$ cat config.mk
export PLATFORM = sky130hd
export DESIGN_NAME = stack_push_unit
export DESIGN_NICKNAME = d
export VERILOG_FILES = /design/src/rtl/spu_pkg.sv /design/src/rtl/spu_sp_calc.sv /design/src/rtl/spu_payload.sv /design/src/rtl/spu_ctrl.sv /design/src/rtl/stack_push_unit.sv
export SDC_FILE = /design/constraint.sdc
export NUM_CORES = 1
export LEC_CHECK = 0
export BUFFER_PORTS_ARGS = -buffer_cell sky130_fd_sc_hd__buf_2
export CAP_MARGIN = 20
export CORE_MARGIN = 2
export CORE_UTILIZATION = 53
export CTS_CLUSTER_DIAMETER = 100
export CTS_CLUSTER_SIZE = 24
export DETAILED_ROUTE_END_ITERATION = 8
export MAX_ROUTING_LAYER = met4
export PLACE_DENSITY = 0.88
export SLEW_MARGIN = 10
export SYNTH_ARGS = -nofsm -noshare
export SYNTH_HDL_FRONTEND = slang
export SYNTH_SLANG_ARGS = --single-unit
export TNS_END_PERCENT = 10
$ cat constraint.sdc
create_clock -name clk -period 2.5 [get_ports clk]
set_clock_uncertainty 0.1 [all_clocks]
set_input_delay 0.5 -clock clk [delete_from_list [all_inputs] [get_ports clk]]
set_output_delay 0.5 -clock clk [all_outputs]
set_load 0.01 [all_outputs]
$ cat src/rtl/spu_pkg.sv
package spu_pkg;
  typedef enum logic [1:0] {
    SRC_VALUE    = 2'd0,
    SRC_STACKPTR = 2'd1,
    SRC_SEGSEL   = 2'd2,
    SRC_ALTVAL   = 2'd3
  } src_kind_e;

  typedef enum logic [1:0] {
    ST_IDLE  = 2'd0,
    ST_WRITE = 2'd1,
    ST_HALT  = 2'd2
  } ctrl_state_e;
endpackage

$ cat src/rtl/spu_sp_calc.sv
module spu_sp_calc #(
  parameter int SP_W     = 32,
  parameter int NARROW_W = 16
) (
  input  logic [SP_W-1:0] sp_cur,
  input  logic            op_wide,
  input  logic            stk_wide,
  output logic [SP_W-1:0] sp_next,
  output logic [SP_W-1:0] sp_addr,
  output logic            sp_at_one
);
  localparam int WIDE_STEP   = SP_W / 8;
  localparam int NARROW_STEP = NARROW_W / 8;
  localparam int HI_W        = SP_W - NARROW_W;

  logic [SP_W-1:0]     step;
  logic [SP_W-1:0]     wide_next;
  logic [NARROW_W-1:0] low_next;

  always_comb begin
    step      = op_wide ? SP_W'(WIDE_STEP) : SP_W'(NARROW_STEP);
    wide_next = sp_cur - step;
    low_next  = sp_cur[NARROW_W-1:0] - step[NARROW_W-1:0];
    if (stk_wide) begin
      sp_next   = wide_next;
      sp_addr   = wide_next;
      sp_at_one = (sp_cur == SP_W'(1));
    end else begin
      sp_next   = {sp_cur[SP_W-1:NARROW_W], low_next};
      sp_addr   = {{HI_W{1'b0}}, low_next};
      sp_at_one = (sp_cur[NARROW_W-1:0] == NARROW_W'(1));
    end
  end
endmodule

$ cat src/rtl/spu_payload.sv
module spu_payload
  import spu_pkg::*;
#(
  parameter int SP_W     = 32,
  parameter int NARROW_W = 16
) (
  input  src_kind_e         kind,
  input  logic [SP_W-1:0]   src_val,
  input  logic [SP_W-1:0]   sp_cur,
  input  logic              op_wide,
  output logic [SP_W-1:0]   data,
  output logic [SP_W/8-1:0] be
);
  localparam int LANES    = SP_W / 8;
  localparam int NARROW_B = NARROW_W / 8;

  logic [SP_W-1:0] raw;
  logic            is_seg;

  assign raw    = (kind == SRC_STACKPTR) ? sp_cur : src_val;
  assign is_seg = (kind == SRC_SEGSEL);

  for (genvar gi = 0; gi < LANES; gi++) begin : g_lane
    logic lane_on;
    logic lane_keep;
    if (gi < NARROW_B) begin : g_low
      assign lane_on   = 1'b1;
      assign lane_keep = 1'b1;
    end else begin : g_high
      assign lane_on   = op_wide;
      assign lane_keep = op_wide && !is_seg;
    end
    assign be[gi]          = lane_on;
    assign data[gi*8 +: 8] = lane_keep ? raw[gi*8 +: 8] : 8'h00;
  end
endmodule

$ cat src/rtl/spu_ctrl.sv
module spu_ctrl
  import spu_pkg::*;
#(
  parameter int SP_W     = 32,
  parameter int NARROW_W = 16
) (
  input  logic              clk,
  input  logic              rst_n,
  input  logic              start,
  input  logic              halt_cond,
  input  logic              stk_wide,
  input  logic [SP_W-1:0]   sp_cur,
  input  logic [SP_W-1:0]   sp_next,
  input  logic [SP_W-1:0]   sp_addr,
  input  logic [SP_W-1:0]   data,
  input  logic [SP_W/8-1:0] be,
  input  logic [SP_W-1:0]   ea_calc,
  input  logic              wr_ready,
  output logic              wr_valid,
  output logic [SP_W-1:0]   wr_addr,
  output logic [SP_W-1:0]   wr_data,
  output logic [SP_W/8-1:0] wr_be,
  output logic [SP_W-1:0]   ea_addr,
  output logic [SP_W-1:0]   sp_out,
  output logic              done,
  output logic              busy,
  output logic              shutdown
);
  localparam int BE_W = SP_W / 8;

  ctrl_state_e       state_q;
  logic [SP_W-1:0]   addr_q, data_q, pend_q, out_q, ea_q, orig_q;
  logic [BE_W-1:0]   be_q;
  logic              done_q, wide_q;
  logic              accept, handshake;

  assign accept    = start && (state_q == ST_IDLE);
  assign handshake = (state_q == ST_WRITE) && wr_ready;

  always_ff @(posedge clk or negedge rst_n) begin
    if (!rst_n) begin
      state_q <= ST_IDLE;
      addr_q  <= '0;
      data_q  <= '0;
      be_q    <= '0;
      pend_q  <= '0;
      out_q   <= '0;
      ea_q    <= '0;
      orig_q  <= '0;
      wide_q  <= 1'b0;
      done_q  <= 1'b0;
    end else begin
      done_q <= 1'b0;
      unique case (state_q)
        ST_IDLE: begin
          if (accept) begin
            ea_q   <= ea_calc;
            orig_q <= sp_cur;
            wide_q <= stk_wide;
            if (halt_cond) begin
              state_q <= ST_HALT;
            end else begin
              state_q <= ST_WRITE;
              addr_q  <= sp_addr;
              data_q  <= data;
              be_q    <= be;
              pend_q  <= sp_next;
            end
          end
        end
        ST_WRITE: begin
          if (handshake) begin
            state_q <= ST_IDLE;
            out_q   <= pend_q;
            done_q  <= 1'b1;
          end
        end
        default: state_q <= ST_HALT;
      endcase
    end
  end

  assign wr_valid = (state_q == ST_WRITE);
  assign wr_addr  = addr_q;
  assign wr_data  = data_q;
  assign wr_be    = be_q;
  assign ea_addr  = ea_q;
  assign sp_out   = out_q;
  assign done     = done_q;
  assign busy     = (state_q != ST_IDLE);
  assign shutdown = (state_q == ST_HALT);

  assert_wr_hold_R8: assert property (@(posedge clk) disable iff (!rst_n)
    (wr_valid && !wr_ready) |=> (wr_valid && $stable(wr_addr) && $stable(wr_data) && $stable(wr_be)));

  assert_done_after_ack_R8: assert property (@(posedge clk) disable iff (!rst_n)
    done |-> $past(wr_valid && wr_ready));

  assert_done_single_R8: assert property (@(posedge clk) disable iff (!rst_n)
    done |=> !done);

  assert_halt_quiet_R9: assert property (@(posedge clk) disable iff (!rst_n)
    shutdown |-> (!wr_valid && !done));

  assert_halt_sticky_R9: assert property (@(posedge clk) disable iff (!rst_n)
    shutdown |=> shutdown);

  assert_upper_kept_R4: assert property (@(posedge clk) disable iff (!rst_n)
    (done && !wide_q) |-> (sp_out[SP_W-1:NARROW_W] == orig_q[SP_W-1:NARROW_W]));

  assert_step_matches_lanes_R3: assert property (@(posedge clk) disable iff (!rst_n)
    done |-> (NARROW_W'(orig_q - sp_out) == NARROW_W'($countones(wr_be))));
endmodule

$ cat src/rtl/stack_push_unit.sv
module stack_push_unit
  import spu_pkg::*;
#(
  parameter int SP_W     = 32,
  parameter int NARROW_W = 16
) (
  input  logic              clk,
  input  logic              rst_n,
  input  logic              start,
  input  logic [SP_W-1:0]   sp_in,
  input  logic [1:0]        src_kind,
  input  logic [SP_W-1:0]   src_val,
  input  logic              op_wide,
  input  logic              stk_wide,
  input  logic              real_mode,
  input  logic              ea_use_sp,
  input  logic [SP_W-1:0]   ea_base,
  input  logic [SP_W-1:0]   ea_disp,
  output logic              wr_valid,
  input  logic              wr_ready,
  output logic [SP_W-1:0]   wr_addr,
  output logic [SP_W-1:0]   wr_data,
  output logic [SP_W/8-1:0] wr_be,
  output logic [SP_W-1:0]   ea_addr,
  output logic [SP_W-1:0]   sp_out,
  output logic              done,
  output logic              busy,
  output logic              shutdown
);
  localparam int BE_W = SP_W / 8;

  logic [SP_W-1:0] sp_next, sp_addr, pay_data, ea_calc;
  logic [BE_W-1:0] pay_be;
  logic            sp_at_one;

  assign ea_calc = (ea_use_sp ? sp_in : ea_base) + ea_disp;

  spu_sp_calc #(.SP_W(SP_W), .NARROW_W(NARROW_W)) u_sp_calc (
    .sp_cur    (sp_in),
    .op_wide   (op_wide),
    .stk_wide  (stk_wide),
    .sp_next   (sp_next),
    .sp_addr   (sp_addr),
    .sp_at_one (sp_at_one)
  );

  spu_payload #(.SP_W(SP_W), .NARROW_W(NARROW_W)) u_payload (
    .kind    (src_kind_e'(src_kind)),
    .src_val (src_val),
    .sp_cur  (sp_in),
    .op_wide (op_wide),
    .data    (pay_data),
    .be      (pay_be)
  );

  spu_ctrl #(.SP_W(SP_W), .NARROW_W(NARROW_W)) u_ctrl (
    .clk       (clk),
    .rst_n     (rst_n),
    .start     (start),
    .halt_cond (real_mode && sp_at_one),
    .stk_wide  (stk_wide),
    .sp_cur    (sp_in),
    .sp_next   (sp_next),
    .sp_addr   (sp_addr),
    .data      (pay_data),
    .be        (pay_be),
    .ea_calc   (ea_calc),
    .wr_ready  (wr_ready),
    .wr_valid  (wr_valid),
    .wr_addr   (wr_addr),
    .wr_data   (wr_data),
    .wr_be     (wr_be),
    .ea_addr   (ea_addr),
    .sp_out    (sp_out),
    .done      (done),
    .busy      (busy),
    .shutdown  (shutdown)
  );

  assert_write_in_stack_R4: assert property (@(posedge clk) disable iff (!rst_n)
    (start && !busy && !stk_wide && !(real_mode && sp_at_one)) |=> (wr_addr[SP_W-1:NARROW_W] == '0));
endmodule

### Word-level counts from Yosys, hierarchy flattened

Cells that the tools add are included.

| storage, ports and cells | value |
|---|---|
| output and inout bits | 136 |
| word-level logic and storage cells | 45 |
| flip-flop bits (word level) | 166 |
| bits of input ports | 138 |

| operators by class | value |
|---|---|
| $add $sub $neg | 3 |
| bitwise logic cells | 1 |
| eq/ne operators | 8 |
| reduce and logical (&&, ||, !) cells | 11 |
| multiplexer cells | 14 |

Operators by type and width:

| kind | number |
|---|---|
| $mux W32 | 4 |
| $add A32 B32 Y32 | 1 |
| $eq A32 B1 Y1 const B | 1 |
| $sub A32 B32 Y32 | 1 |
| $eq A16 B1 Y1 const B | 1 |
| $mux W8 | 2 |
| $sub A16 B16 Y16 | 1 |
| $mux W2 | 3 |
| $reduce_and A2 Y1 | 3 |
| $eq A2 B1 Y1 const B | 2 |
| $eq A2 B2 Y1 const B | 2 |
| $logic_and A1 B1 Y1 | 4 |
| $ne A2 B1 Y1 const B | 2 |
| $pmux W2 S2 | 1 |
| $mux W1 | 3 |
| $mux W3 | 1 |
| $reduce_and A3 Y1 | 1 |
| $logic_not A2 Y1 | 1 |
| $reduce_bool A2 Y1 | 1 |
| $logic_not A1 Y1 | 1 |
| $not A1 Y1 | 1 |

### Longest topological paths before layout

| logic depth | value |
|---|---|
| depth in word-level cells | 6 |
| mapped depth | 12 |
| gate-level depth less buffers | 10 |

### Hierarchy

From an unflattened synthesis, not the netlist that was laid out.

| unflattened totals | value |
|---|---|
| cells, all modules | 906 |
| area total of the unflattened synthesis | 10780.3 µm² |

By module, submodules not included:

| module | times used | seq. area each (µm²) | cells an instance | area an instance (µm²) |
|---|---|---|---|---|
| spu_ctrl | 1 | 4179.0 | 361 | 6744.0 |
| stack_push_unit | 1 | 0.0 | 266 | 2102.0 |
| spu_sp_calc | 1 | 0.0 | 183 | 1186.1 |
| spu_payload | 1 | 0.0 | 96 | 748.2 |

### Worst setup path after synthesis

Ideal clock, no wire load.

| path | value |
|---|---|
| path type | input to register |
| start | input ea_use_sp |
| end | register u_ctrl.ea_q[24] (netlist: u_ctrl.ea_addr[24]) |
| arrival | 3.457 ns |
| cell stages on the path | 12 |
| setup slack | -1.190 ns |
| setup time | 0.133 ns |
| buffers on the path | 2 |
| data required time | 2.267 ns |
| cells stage by stage | clkbuf_1 -> clkbuf_1 -> mux2_2 -> ha_1 -> fa_1 -> a21o_1 -> a221oi_1 -> o22a_1 -> a31oi_1 -> o21ai_0 -> xor2_1 -> o21ai_0 |

| between the ends | value |
|---|---|
| longest elaborated chain between the ends | 2 |

RTL lines:

| item | line | source |
|---|---|---|
| from (decl) | stack_push_unit.sv:16 | `input logic ea_use_sp,` |
| $mux W32 | stack_push_unit.sv:36 | `assign ea_calc = (ea_use_sp ? sp_in : ea_base) + ea_disp;` |
| $add A32 B32 Y32 | stack_push_unit.sv:36 |  |
| to (signal assigned) | spu_ctrl.sv:57 | `ea_q <= ea_calc;` |
| to (decl) | spu_ctrl.sv:32 | `logic [SP_W-1:0] addr_q, data_q, pend_q, out_q, ea_q, orig_q;` |

Every way passes these cells.
A chain may end at the register's enable or synchronous reset.

### Worst setup path in the final report

| path | value |
|---|---|
| start | input ea_use_sp |
| end | register u_ctrl.ea_q[20] (netlist: u_ctrl.ea_addr[20]) |

The elaborated chain is that of the path after synthesis.

==> reports/results.ini <==
[clock_network]
numCtsBuffers = 17
clkSinkCount = 149
insertion_delay_ps = 440
clock_path_buffers = 2
htreeDepth = 4
cts_tree = done
clk_pin_slew_worst_paths_ps = 70
ctsRootBufferMaster = clkbuf_16

[routing]
drt.antenna.violating_nets = 0
dr.pass1.iters = 5
drt_wl_total_um = 32500
num_vias = 9332
viasPerCell = 5.89
drtIter0Drc = 888
wl_per_cell_um = 20.5
drc = 0

[timing]
min_period_ps = 2680
layout_setup_ws_ps = -184
drv_slew = 0
worst_pin_slew_ps = 606
fmax_mhz = 373
maxSlewHeadroom_pct = 59.5
finalHoldViolCount = 0
setup_viol = 16
min_period_over_period_pct = 107
rsz0062_at_grt = yes

[synth]
synth_top_cell_area_share_pct = 41.1
synthMuxAreaShare_pct = 11.2
synth_top_flop_cell = dfrtp_1
synth_cells = 958
synth.avg_cell_area_um2 = 9.48
ys_ff_latch = 149
synth_cell_type_count = 70
yosys.area_share.simple_pct = 15.1
synth_edf_count = 0
ys_seq_area_share_pct = 41.1
synth_top_cell_by_area = dfrtp_1
synthXorXnorAreaFrac_pct = 6.56
synthesis.nets = 1131
synth_warnings = 0
synth-compound-area-share_pct = 15.9
yosys-top-cells-area = dfrtp_1, mux2_2, nand2_1
postSynth.asyncResetShare_pct = 100
syn_area_mm2 = 0.00908
synth_fa_ha_area_share_pct = 4.99
synth_top_family_by_area = compound AO/OA/AOI/OAI gates

[global_routing]
gr-total-overflow = 0
first_global_vias = 9091
grt_max_degree = 52
antenna_found_initial = 5
grt_usage_pct = 36.0
grt_pass1_wl_um = 48700

[pwr]
p_int_mw = 6.03
pwr_density_cell_mw_per_mm2 = 734
peakVddDrop_uv = 524
swShare_pct = 35.4
p_switching_mw = 3.30
p_comb_share_pct = 35.4
power_leakage_nw = 6.27
power.share.clock_pct = 28.0
pwr-share-seq_pct = 36.6

[placement]
gp_congestion = 1.01
io_buffers = 273
dpl.hpwl_um = 22900
dpl_cell_area_mm2 = 0.0117
place_ws_ps = -868
placedCellCount = 1535

[cells_and_area]
layout.cells.non_filler = 1584
area_delta_synth_final_pct = 39.9
stdcell_area_mm2 = 0.0127
finalNetCount = 1519
fillers = 1069
layout-drive-gt1-share_pct = 44.4

[critical_path]
critical_path_class = in2reg
critPathRequiredTime_ps = 2710
cp_max_fo = 6
endpoint_kind = register
crit_arrival_ps = 2890
cp-start-kind = input port

[flow_run]
cap_viol_max_count = 0

[floorplan]
die_x_um = 135
num_rows = 47
die_area_mm2 = 0.0182
num_io_pins = 274
core_region_area_mm2 = 0.0166
die_y_um = 135
initial_utilization_pct = 54.6

[run_status]
violations = setup timing
status = finished with violations

[hold_path]
hold_class = in2reg

-- critical path, cell delays in order --
cell and delay [ps]:
buf_12 120, mux2_4 320, ha_4 180, fa_2 340, a21o_1 200, a221oi_4 290
buf_6 140, o22a_1 190, a31oi_4 160, o22ai_2 190, xor2_1 180, o21ai_1 80
-- state kept, by name (all words and copies together) (netlist names) --
| name | count |
|---|---|
| u_ctrl.done | 1 |
| u_ctrl.ea_addr | 32 |
| u_ctrl.pend_q | 16 |
| u_ctrl.sp_out | 32 |
| u_ctrl.state_q | 2 |
| u_ctrl.wr_addr | 32 |
| u_ctrl.wr_be | 2 |
| u_ctrl.wr_data | 32 |
-- power by group through the flow --
stage	combinational (mW)	clock (mW)	sequential (mW)
3_5_place_dp	3.04	0	3.43
3_3_place_gp	2.94	0	3.40
4_1_cts	3.19	2.63	3.40
6_report	3.30	2.61	3.41
2_1_floorplan	1.46	0	3.63
5_1_grt	3.55	2.73	3.48
-- synthesized netlist by cell type (3+ instances only) --
cell and number:
o41ai_1 4, buf_4 25, buf_1 8, or3_1 5
inv_1 15, mux2_2 63, nand3_1 22, and3_1 8
nor2b_1 4, a221oi_1 4, a21oi_1 36, o21ai_1 9
o31ai_1 32, nand2_1 159, buf_2 5, nand4_1 5
nand2b_1 10, xor2_1 33, mux2i_1 30, o21a_1 4
o211ai_1 5, clkbuf_2 3, o21bai_1 8, dfrtp_1 149
ha_1 33, and2_1 3, nor3_1 15, clkbuf_1 39
o21ai_0 81, nor4_1 5, a21o_1 12, xnor2_1 35
a211oi_1 4, a31oi_1 6, nor2_1 32
-- metrics by stage --
stage	total power, mW	utilization, %	hold slack, ps	TNS, ps
2_1_floorplan	5.08	-	104	-9140
3_3_place_gp	6.34	70.2	356	-32260
3_5_place_dp	6.47	70.2	357	-36950
4_1_cts	9.23	75.9	157	-663
5_1_grt	9.75	76.3	198	-2690
6_report	9.32	76.3	169	-1560
-- kinds of logic (layout without fill, tap and decap cells) --
family	after synthesis	count (layout)
muxes	94	94
other	0	5
and+or+nand+nor	288	288
AOI/OAI and AO/OA	228	228
buffers and inverters	96	497
xor gates and xnor gates	68	68
adders and majority gates	35	35
DFF	149	149
-- path summary, 6_finish.rpt --
path | from | endpoint | slack [ps] | cells after the start
max | ea_use_sp | u_ctrl.ea_addr[20] | -180 | 12
min | wr_ready | u_ctrl.state_q[0] | 170 | 2
max reg2reg | u_ctrl.state_q[0] | u_ctrl.ea_addr[23] | 510 | 5
min reg2reg | u_ctrl.ea_addr[0] | u_ctrl.ea_addr[0] | 370 | 2
max in group asynchronous | rst_n | u_ctrl.wr_addr[14] | 1170 | 3
min in group asynchronous | rst_n | u_ctrl.done | 480 | 2
-- per-layer routing --
layer  up-vias  global-route usage, %  wire [um]
met5         -                      -          0
met4         0                   18.2       1730
met3       157                   8.07       2930
met2       616                   55.6      15100
met1      4392                   44.6      12700
li1       4167                      -          -
-- cell type report --
class	count	area [um2]	share of cell area [%]
Clock buffer	19	453	3.57
Tap cell	220	275	2.17
Antenna cell	5	12.5	0.0985
Multi-Input combinational cell	713	5220	41.1
Inverter	15	56.3	0.443
Sequential cell	149	3730	29.4
Timing Repair Buffer	450	2820	22.2
Clock inverter	13	139	1.09
-- cell usage in the layout (no fill, tap or decap), types with 5 or more instances in the layout --
cell type  count
buf_4        165
nand2b_1      10
buf_12         6
buf_2        271
buf_6          5
xor2_1        33
o21ai_1       17
o21bai_1       8
clkbuf_16     17
mux2_2        56
o31ai_1       31
ha_1          23
nand4_1        5
a21o_1        12
and3_1         5
or3_1          5
nor3_1        14
o211ai_1       5
mux2_4         7
mux2i_1       30
ha_4           9
nor4_1         5
nand2_1      158
xnor2_1       34
nand3_1       20
inv_1         15
diode_2        5
dfrtp_1      149
a21oi_1       34
o21ai_0       71
nor2_1        32
-- repair_timing --
item | 4_1_cts | 5_1_grt
buffers inserted | 11 | 0
cloned | 1 | 0
endpoints found under the hold margin | 47 | 0
gates resized for setup | 42 | 15
pin swaps | 22 | 13
setup endpoints to repair | 22 | 18
hold buffers | 1 | 0
(Power assumes the default switching activity.)
